[src/rtl/jsh_pkg.sv]
package jsh_pkg;

    localparam int PIN_CNT = 6;

    typedef enum logic [2:0] {
        PIN_TMS   = 3'd0,
        PIN_TCK   = 3'd1,
        PIN_TDI   = 3'd2,
        PIN_TDO   = 3'd3,
        PIN_TSTAT = 3'd4,
        PIN_TERR  = 3'd5
    } pin_role_e;

    typedef struct packed {
        logic mode;     // pins owned by test function
        logic tdo_act;  // TDO driving
        logic ext_act;  // TSTAT/TERR driving
    } own_state_t;

    localparam own_state_t OWN_IDLE = '{mode: 1'b0, tdo_act: 1'b0, ext_act: 1'b0};

    function automatic logic pin_is_ext(input int idx);
        return (idx == int'(PIN_TSTAT)) || (idx == int'(PIN_TERR));
    endfunction

    function automatic logic pin_is_tap_in(input int idx);
        return idx < int'(PIN_TDO);
    endfunction

    function automatic logic [PIN_CNT-1:0] sel_mask(input own_state_t s);
        logic [PIN_CNT-1:0] m;
        for (int i = 0; i < PIN_CNT; i++) begin
            m[i] = pin_is_ext(i) ? s.ext_act : s.mode;
        end
        return m;
    endfunction

endpackage

[src/rtl/jsh_enable_reg.sv]
module jsh_enable_reg #(
    parameter int          ADDR_W  = 8,
    parameter int          DATA_W  = 8,
    parameter logic [7:0]  REG_OFS = 8'hC7
) (
    input  logic              clk,
    input  logic              rst,
    input  logic              bus_sel,
    input  logic              bus_we,
    input  logic [ADDR_W-1:0] bus_addr,
    input  logic [DATA_W-1:0] bus_wdata,
    output logic [DATA_W-1:0] bus_rdata,
    output logic              run_en
);
    localparam logic [ADDR_W-1:0] OFS = ADDR_W'(REG_OFS);

    logic addr_hit;
    logic wr_hit;
    logic rd_hit;

    assign addr_hit = (bus_addr == OFS);
    assign wr_hit   = bus_sel && bus_we && addr_hit;
    assign rd_hit   = bus_sel && !bus_we && addr_hit;

    always_ff @(posedge clk) begin
        if (rst) begin
            run_en <= 1'b0;
        end else if (wr_hit) begin
            run_en <= bus_wdata[0];
        end
    end

    always_comb begin
        bus_rdata = '0;
        if (rd_hit) begin
            bus_rdata[0] = run_en;
        end
    end

    // a matching write lands in the enable bit at the next edge
    a_r3_write_lands: assert property (@(posedge clk) disable iff (rst)
        (bus_sel && bus_we && bus_addr == OFS) |=> (run_en == $past(bus_wdata[0])));

    // a non-matching write leaves the enable bit alone
    a_r3_other_addr_keeps: assert property (@(posedge clk) disable iff (rst)
        (bus_sel && bus_we && bus_addr != OFS) |=> $stable(run_en));

endmodule

[src/rtl/jsh_owner_ctl.sv]
module jsh_owner_ctl
    import jsh_pkg::*;
#(
    parameter logic NV_BLANK = 1'b1
) (
    input  logic       clk,
    input  logic       rst,
    input  logic       nv_load,
    input  logic       nv_data,
    input  logic       run_en,
    input  logic       pt_sel,
    input  logic       act_cmd,
    input  logic       act_ext,
    output own_state_t st
);
    logic       nv_bit;
    logic       own_req;
    own_state_t st_nxt;

    always_ff @(posedge clk) begin
        if (rst) begin
            nv_bit <= NV_BLANK;
        end else if (nv_load) begin
            nv_bit <= nv_data;
        end
    end

    assign own_req = nv_bit | run_en | pt_sel;

    always_comb begin
        st_nxt      = st;
        st_nxt.mode = own_req;
        if (!own_req) begin
            st_nxt.tdo_act = 1'b0;
            st_nxt.ext_act = 1'b0;
        end else if (st.mode && act_cmd) begin
            st_nxt.tdo_act = 1'b1;
            st_nxt.ext_act = st.ext_act | act_ext;
        end
    end

    always_ff @(posedge clk) begin
        if (rst) begin
            st <= OWN_IDLE;
        end else begin
            st <= st_nxt;
        end
    end

    // TDO can drive only while the pins are owned
    a_r9_tdo_needs_mode: assert property (@(posedge clk) disable iff (rst)
        st.tdo_act |-> st.mode);

    // extension pins are never active without TDO activation
    a_r10_ext_needs_tdo: assert property (@(posedge clk) disable iff (rst)
        st.ext_act |-> st.tdo_act);

    // TDO activation only follows a command
    a_r7_tdo_rise_by_cmd: assert property (@(posedge clk) disable iff (rst)
        $rose(st.tdo_act) |-> $past(act_cmd));

    // no activation can appear while not owned
    a_r8_cmd_ignored_unowned: assert property (@(posedge clk) disable iff (rst)
        (!st.mode && !st.tdo_act) |=> !st.tdo_act);

endmodule

[src/rtl/jsh_pin_mux.sv]
module jsh_pin_mux
    import jsh_pkg::*;
(
    input  own_state_t         st,
    input  logic               tap_tdo,
    input  logic               tap_tstat,
    input  logic               tap_terr,
    output logic               tap_tms,
    output logic               tap_tck,
    output logic               tap_tdi,
    input  logic [PIN_CNT-1:0] gpio_out,
    input  logic [PIN_CNT-1:0] gpio_oe,
    input  logic [PIN_CNT-1:0] pad_in,
    output logic [PIN_CNT-1:0] pad_out,
    output logic [PIN_CNT-1:0] pad_oe,
    output logic [PIN_CNT-1:0] pin_jtag_sel
);
    assign pin_jtag_sel = sel_mask(st);

    for (genvar i = 0; i < PIN_CNT; i++) begin : g_pin
        logic t_out;
        logic t_oe;
        if (pin_is_tap_in(i)) begin : g_in
            assign t_out = 1'b0;
            assign t_oe  = 1'b0;
        end else if (i == int'(PIN_TDO)) begin : g_tdo
            assign t_out = tap_tdo;
            assign t_oe  = st.tdo_act;
        end else if (i == int'(PIN_TSTAT)) begin : g_stat
            assign t_out = tap_tstat;
            assign t_oe  = 1'b1;
        end else begin : g_err
            assign t_out = tap_terr;
            assign t_oe  = 1'b1;
        end
        assign pad_out[i] = pin_jtag_sel[i] ? t_out : gpio_out[i];
        assign pad_oe[i]  = pin_jtag_sel[i] ? t_oe  : gpio_oe[i];
    end

    assign tap_tms = st.mode ? pad_in[PIN_TMS] : 1'b1;
    assign tap_tck = st.mode ? pad_in[PIN_TCK] : 1'b0;
    assign tap_tdi = st.mode ? pad_in[PIN_TDI] : 1'b1;

endmodule

[src/rtl/jtag_share_ctl.sv]
module jtag_share_ctl
    import jsh_pkg::*;
#(
    parameter int         ADDR_W   = 8,
    parameter int         DATA_W   = 8,
    parameter logic [7:0] REG_OFS  = 8'hC7,
    parameter logic       NV_BLANK = 1'b1
) (
    input  logic               clk,
    input  logic               rst,
    input  logic               nv_load,
    input  logic               nv_data,
    input  logic               pt_sel,
    input  logic               bus_sel,
    input  logic               bus_we,
    input  logic [ADDR_W-1:0]  bus_addr,
    input  logic [DATA_W-1:0]  bus_wdata,
    output logic [DATA_W-1:0]  bus_rdata,
    input  logic               tap_act_cmd,
    input  logic               tap_act_ext,
    input  logic               tap_tdo,
    input  logic               tap_tstat,
    input  logic               tap_terr,
    output logic               tap_tms,
    output logic               tap_tck,
    output logic               tap_tdi,
    input  logic [PIN_CNT-1:0] gpio_out,
    input  logic [PIN_CNT-1:0] gpio_oe,
    input  logic [PIN_CNT-1:0] pad_in,
    output logic [PIN_CNT-1:0] pad_out,
    output logic [PIN_CNT-1:0] pad_oe,
    output logic [PIN_CNT-1:0] pin_jtag_sel
);
    logic       run_en;
    own_state_t st;

    jsh_enable_reg #(
        .ADDR_W (ADDR_W),
        .DATA_W (DATA_W),
        .REG_OFS(REG_OFS)
    ) u_reg (
        .clk      (clk),
        .rst      (rst),
        .bus_sel  (bus_sel),
        .bus_we   (bus_we),
        .bus_addr (bus_addr),
        .bus_wdata(bus_wdata),
        .bus_rdata(bus_rdata),
        .run_en   (run_en)
    );

    jsh_owner_ctl #(
        .NV_BLANK(NV_BLANK)
    ) u_own (
        .clk    (clk),
        .rst    (rst),
        .nv_load(nv_load),
        .nv_data(nv_data),
        .run_en (run_en),
        .pt_sel (pt_sel),
        .act_cmd(tap_act_cmd),
        .act_ext(tap_act_ext),
        .st     (st)
    );

    jsh_pin_mux u_mux (
        .st          (st),
        .tap_tdo     (tap_tdo),
        .tap_tstat   (tap_tstat),
        .tap_terr    (tap_terr),
        .tap_tms     (tap_tms),
        .tap_tck     (tap_tck),
        .tap_tdi     (tap_tdi),
        .gpio_out    (gpio_out),
        .gpio_oe     (gpio_oe),
        .pad_in      (pad_in),
        .pad_out     (pad_out),
        .pad_oe      (pad_oe),
        .pin_jtag_sel(pin_jtag_sel)
    );

    // owned basic input pins never drive the pad
    a_r2_inputs_undriven: assert property (@(posedge clk) disable iff (rst)
        pin_jtag_sel[0] |-> (pad_oe[2:0] == 3'b000));

    // losing every source drops ownership at the next edge
    a_r9_release: assert property (@(posedge clk) disable iff (rst)
        (!pt_sel && !run_en && $fell(pin_jtag_sel[0])) |-> !pad_oe[3] == !gpio_oe[3]);

endmodule

[config.mk]
export PLATFORM = sky130hd
export DESIGN_NAME = jtag_share_ctl
export DESIGN_NICKNAME = d
export VERILOG_FILES = /design/src/rtl/jsh_pkg.sv /design/src/rtl/jsh_enable_reg.sv /design/src/rtl/jsh_owner_ctl.sv /design/src/rtl/jsh_pin_mux.sv /design/src/rtl/jtag_share_ctl.sv
export SDC_FILE = /design/constraint.sdc
export NUM_CORES = 1
export LEC_CHECK = 0
export BUFFER_PORTS_ARGS = -buffer_cell sky130_fd_sc_hd__buf_2
export CAP_MARGIN = 10
export CORE_MARGIN = 2
export CORE_UTILIZATION = 25
export CTS_BUF_LIST = sky130_fd_sc_hd__clkbuf_8
export CTS_CLUSTER_DIAMETER = 30
export CTS_CLUSTER_SIZE = 8
export DETAILED_ROUTE_END_ITERATION = 10
export GPL_ROUTABILITY_DRIVEN = 0
export PLACE_DENSITY = 0.76
export SLEW_MARGIN = 20
export SYNTH_ARGS = -nofsm -noshare
export SYNTH_HDL_FRONTEND = slang
export SYNTH_SLANG_ARGS = --single-unit
[constraint.sdc]
create_clock -name clk -period 1.1 [get_ports clk]
set_input_delay 0.055 -clock clk [delete_from_list [all_inputs] [get_ports clk]]
set_output_delay 0.055 -clock clk [all_outputs]
set_load 0.02 [all_outputs]
# == Word-level counts from Yosys, hierarchy flattened ==
# Index checks and enable logic that the tools add are counted.
# op_classes
n_eq_ne,1
mux,16
bitwise,4
reduce_logical,7
# op_table
operator,count
1-bit 2-to-1 mux,16
8-bit equality test (second input constant),1
1-bit logical AND,5
1-bit OR,3
2-bit OR reduction,1
1-bit zero test,1
1-bit NOT,1
# totals
ff_bits,5
inputBits,46
word_cells,33

# == Longest topological paths before layout ==
# logic_depth
ltp_word,4
ltp_mapped,3
mapped_depth_nobuf,3

# == Modules after synthesis ==
# From an unflattened synthesis, not the netlist that was laid out.
# unflattened
cells_unflattened,53
hier_area_um2,445.4
# modules_own_cells
module,instances,cells_each,area_each_um2,seq_area_each_um2
jsh_pin_mux,1,22,173.9,0.0
jsh_enable_reg,1,19,141.4,20.0
jsh_owner_ctl,1,12,130.1,80.1

# == Least setup slack after synthesis ==
# OpenSTA, ideal clock, no wires.
# synth_path
path_kind,input port to output port
from,input bus_addr[3]
to,output bus_rdata[0]
t_arrival_ps,1095
slack_ps,-50
cell_stages,2
path_buffers,0
path_cell_list,or4b_4 nor3_1
# synth_via
elab_chain_len,3
# synth_lines
item,line,rtl
from (decl),jtag_share_ctl.sv:16,"input logic [ADDR_W-1:0] bus_addr,"
8-bit equality test,jsh_enable_reg.sv:21,assign addr_hit = (bus_addr == OFS);
1-bit logical AND,jsh_enable_reg.sv:23,assign rd_hit = bus_sel && !bus_we && addr_hit;
1-bit 2-to-1 mux,jsh_enable_reg.sv:35,if (rd_hit) begin
to (decl),jtag_share_ctl.sv:18,"output logic [DATA_W-1:0] bus_rdata,"
# Every way passes these cells.

# == Worst setup path after layout ==
# layout_path
from,"register, netlist name u_own.st[0]"
to,output pad_out[5]
# layout_via
elab_chain_len,1
# layout_lines
item,line,rtl
1-bit 2-to-1 mux,jsh_pin_mux.sv:36,assign pad_out[i] = pin_jtag_sel[i] ? t_out : gpio_out[i];
to (decl),jtag_share_ctl.sv:30,"output logic [PIN_CNT-1:0] pad_out,"
# Every way passes these cells.

==> flow_summary.yaml <==
job:
  cap_violations: 0
timing:
  post-route-min-period_ns: 1.104
  finalCritPeriodShare: 1.004
  maxSlewViolCount: 0
  finalHoldViolations: 0
  finalSetupViolCount: 1
  max_freq_ghz: 0.9055
  hold_ws_ns: 0.05419
  setup_ws_ns: -0.004411
  rsz0062_at_grt: "yes"
  tns_ns: -0.004411
  clock-skew-final_ns: 0.001316
power_and_ir_drop:
  peakVddDrop_uv: 961.3
  p_int_w: 0.0005814
  pwr-share-clk: 0.392
  p_switching_w: 0.0002567
  p_per_area_mw_per_mm2: 1018
  power.leakage_nw: 0.4541
  p_seq_frac: 0.242
  p_comb_frac: 0.366
  swShare: 0.3063
setup_path:
  worstPathRequired_ns: 1.04
  r2r_setup_slack_ns: 0.13
  crit_path_max_fanout: 7
  endpoint: "pad_out[5]"
  arrival_ns: 1.05
  reg2reg_depth: 3
  end_kind: "output port"
  crit_type: "flop to output port"
  start_kind: "flop"
  worstReg2RegStart: "u_reg.run_en"
  r2r-end: "u_own.st[0]"
  setup.worst_path.start: "u_own.st[0]"
synthesis:
  synth_top_family_by_area: "simple AND/OR/NAND/NOR gates"
  yosysWarnings: 0
  synth_cell_types: 19
  synth_compound_area_frac: 0.04571
  synthXorXnorAreaFrac: 0
  synth_fa_ha_area_frac: 0
  yosys.area_share.simple: 0.3600
  ys_seq_elements: 5
  avgSynthCellArea_um2: 8.263
  synth_mux_area_frac: 0.1257
  yosysSeqAreaShare: 0.2286
  syn_inst: 53
  syn-cell-area_um2: 437.9
clock_network:
  cts.sinks: 5
  cts_tree: "yes"
  cts_made_buffers: 3
  cts_max_level: 1
  post_cts_hold_buffer_count: 0
  cts.clk_slew.worst_paths_ns: 0.04
  clkLatencyLatePin_ns: 0.22
  cts_max_path_buffers: 2
  root_buffer: "clkbuf_8"
placed_design:
  placedCellCount: 120
  dp_hpwl_um: 1055
  dpl_worst_slack_ns: -0.05769
  io_buffers: 57
outcome:
  run_status: "finished, violations left"
  violations: "negative setup slack"
grt:
  grt_pass1_wl_um: 1828
  gr-usage-all-layers: 0.1187
  antenna_found_initial: 0
  grt_max_degree: 11
  grt_pass1_vias: 487
  overflow: 0
floorplanning:
  io_pins: 75
  die_width_um: 45.86
  die_area_mm2: 0.002103
  fp.dieH_um: 45.86
  initial_core_util: 0.2593
  row_count: 15
  core-area_mm2: 0.001689
hold_path:
  worstHoldPathType: "input pin to flop"
  whs_path_depth: 2
drt:
  vias_per_cell: 4.294
  drc: 0
  drt-initial-drc-count: 10
  wire_per_inst_um: 10.22
  final_antenna_net_count: 0
  drt-pass1-iter-count: 4
  vias: 541
  wl_um: 1288
layout:
  antenna_cells: 0
  finalNonFillerCells: 126
  area_growth_pct: 88.00
  nets: 156
  final_core_util: 0.4874
  drive_above_1_share: 0.6881
## cell families after synthesis
kind of cell,after synthesis
AO/OA/AOI/OAI,3
buffers and inverters,14
flip-flops,5
multiplexers,5
other,1
AND/OR/NAND/NOR,25
## layer usage
layer / vias up / routed length (µm) / global-route usage
li1: 270 / - / -
met5: - / 0 / 0
met3: 0 / 124 / 0.05159
met2: 33 / 695 / 0.2333
met1: 238 / 469 / 0.1129
met4: 0 / 0 / 0.01714
## power by group through the flow
stage / Combinational [W] / Clock (W) / Sequential, W
2_1_floorplan: 0.000185 / 0 / 0.000203
3_3_place_gp: 0.000259 / 0 / 0.000204
3_5_place_dp: 0.000263 / 0 / 0.000205
4_1_cts: 0.000285 / 0.000333 / 0.000202
5_1_grt: 0.000331 / 0.000350 / 0.000204
6_report: 0.000307 / 0.000328 / 0.000203
## stage by stage
step / power, W / cell area, µm²
2_1_floorplan: 0.0003883 / 465.4
3_3_place_gp: 0.0004630 / 678.2
3_5_place_dp: 0.0004679 / 678.2
4_1_cts: 0.0008198 / 765.7
5_1_grt: 0.0008861 / 823.3
6_report: 0.0008381 / 823.3
## synth_stat cells
library cell / instances / area [µm²]
a211o_1: 1 / 8.760
a21oi_1: 1 / 5.000
a31oi_1: 1 / 6.260
and2_1: 1 / 6.260
buf_4: 13 / 97.59
clkbuf_1: 1 / 3.750
conb_1: 1 / 3.750
dfxtp_1: 5 / 100.1
mux2_2: 4 / 45.04
mux2i_1: 1 / 10.01
nand2_1: 1 / 3.750
nand2b_1: 4 / 25.02
nand4_1: 2 / 12.51
nor2_1: 1 / 3.750
nor2b_1: 8 / 50.05
nor3_1: 4 / 20.02
nor3_2: 1 / 10.01
or2_2: 2 / 12.51
or4b_4: 1 / 13.76
## how the worst min path moves through the flow
stage / from / end / slack (ns)
global placement: nv_data / u_own.nv_bit / 0.26
global route: nv_data / u_own.nv_bit / 0.06
finish: nv_data / u_own.nv_bit / 0.05
floorplan: rst / u_own.st[2] / 0.13
CTS: nv_data / u_own.nv_bit / 0.06
detailed placement: nv_data / u_own.nv_bit / 0.27
## layout make-up
type	instances	area [µm²]
fillers	175	865.8
repair buffers	60	360.3
multi-input cells	40	287.8
flip-flops and latches	5	108.9
clock buffers	3	41.29
well taps	17	21.27
clock inverters	1	3.754
## state kept, by name, summed over array words and instances (netlist names)
register	cells
u_own.nv_bit	1
u_reg.run_en	1
u_own.st	3
## worst max-delay path, cell delays in order (launching register included)
cell     delay (ns)
dfxtp_4        0.38
mux2_4         0.32
buf_6          0.13
## cells in the final DEF, fill, tap and decap left out, drive strengths merged, types with 2 or more instances in the layout
cell type / instances
buf: 60
nor2b: 8
conb: 7
nor3: 5
dfxtp: 5
mux2: 4
nand2b: 4
clkbuf: 3
nand4: 2
or2: 2
## repair_timing
action,CTS,global route
resized for setup,15,13
pin swaps,0,2
buffers inserted,0,2
setup endpoints to repair,13,14
(Power assumes the default switching activity.)
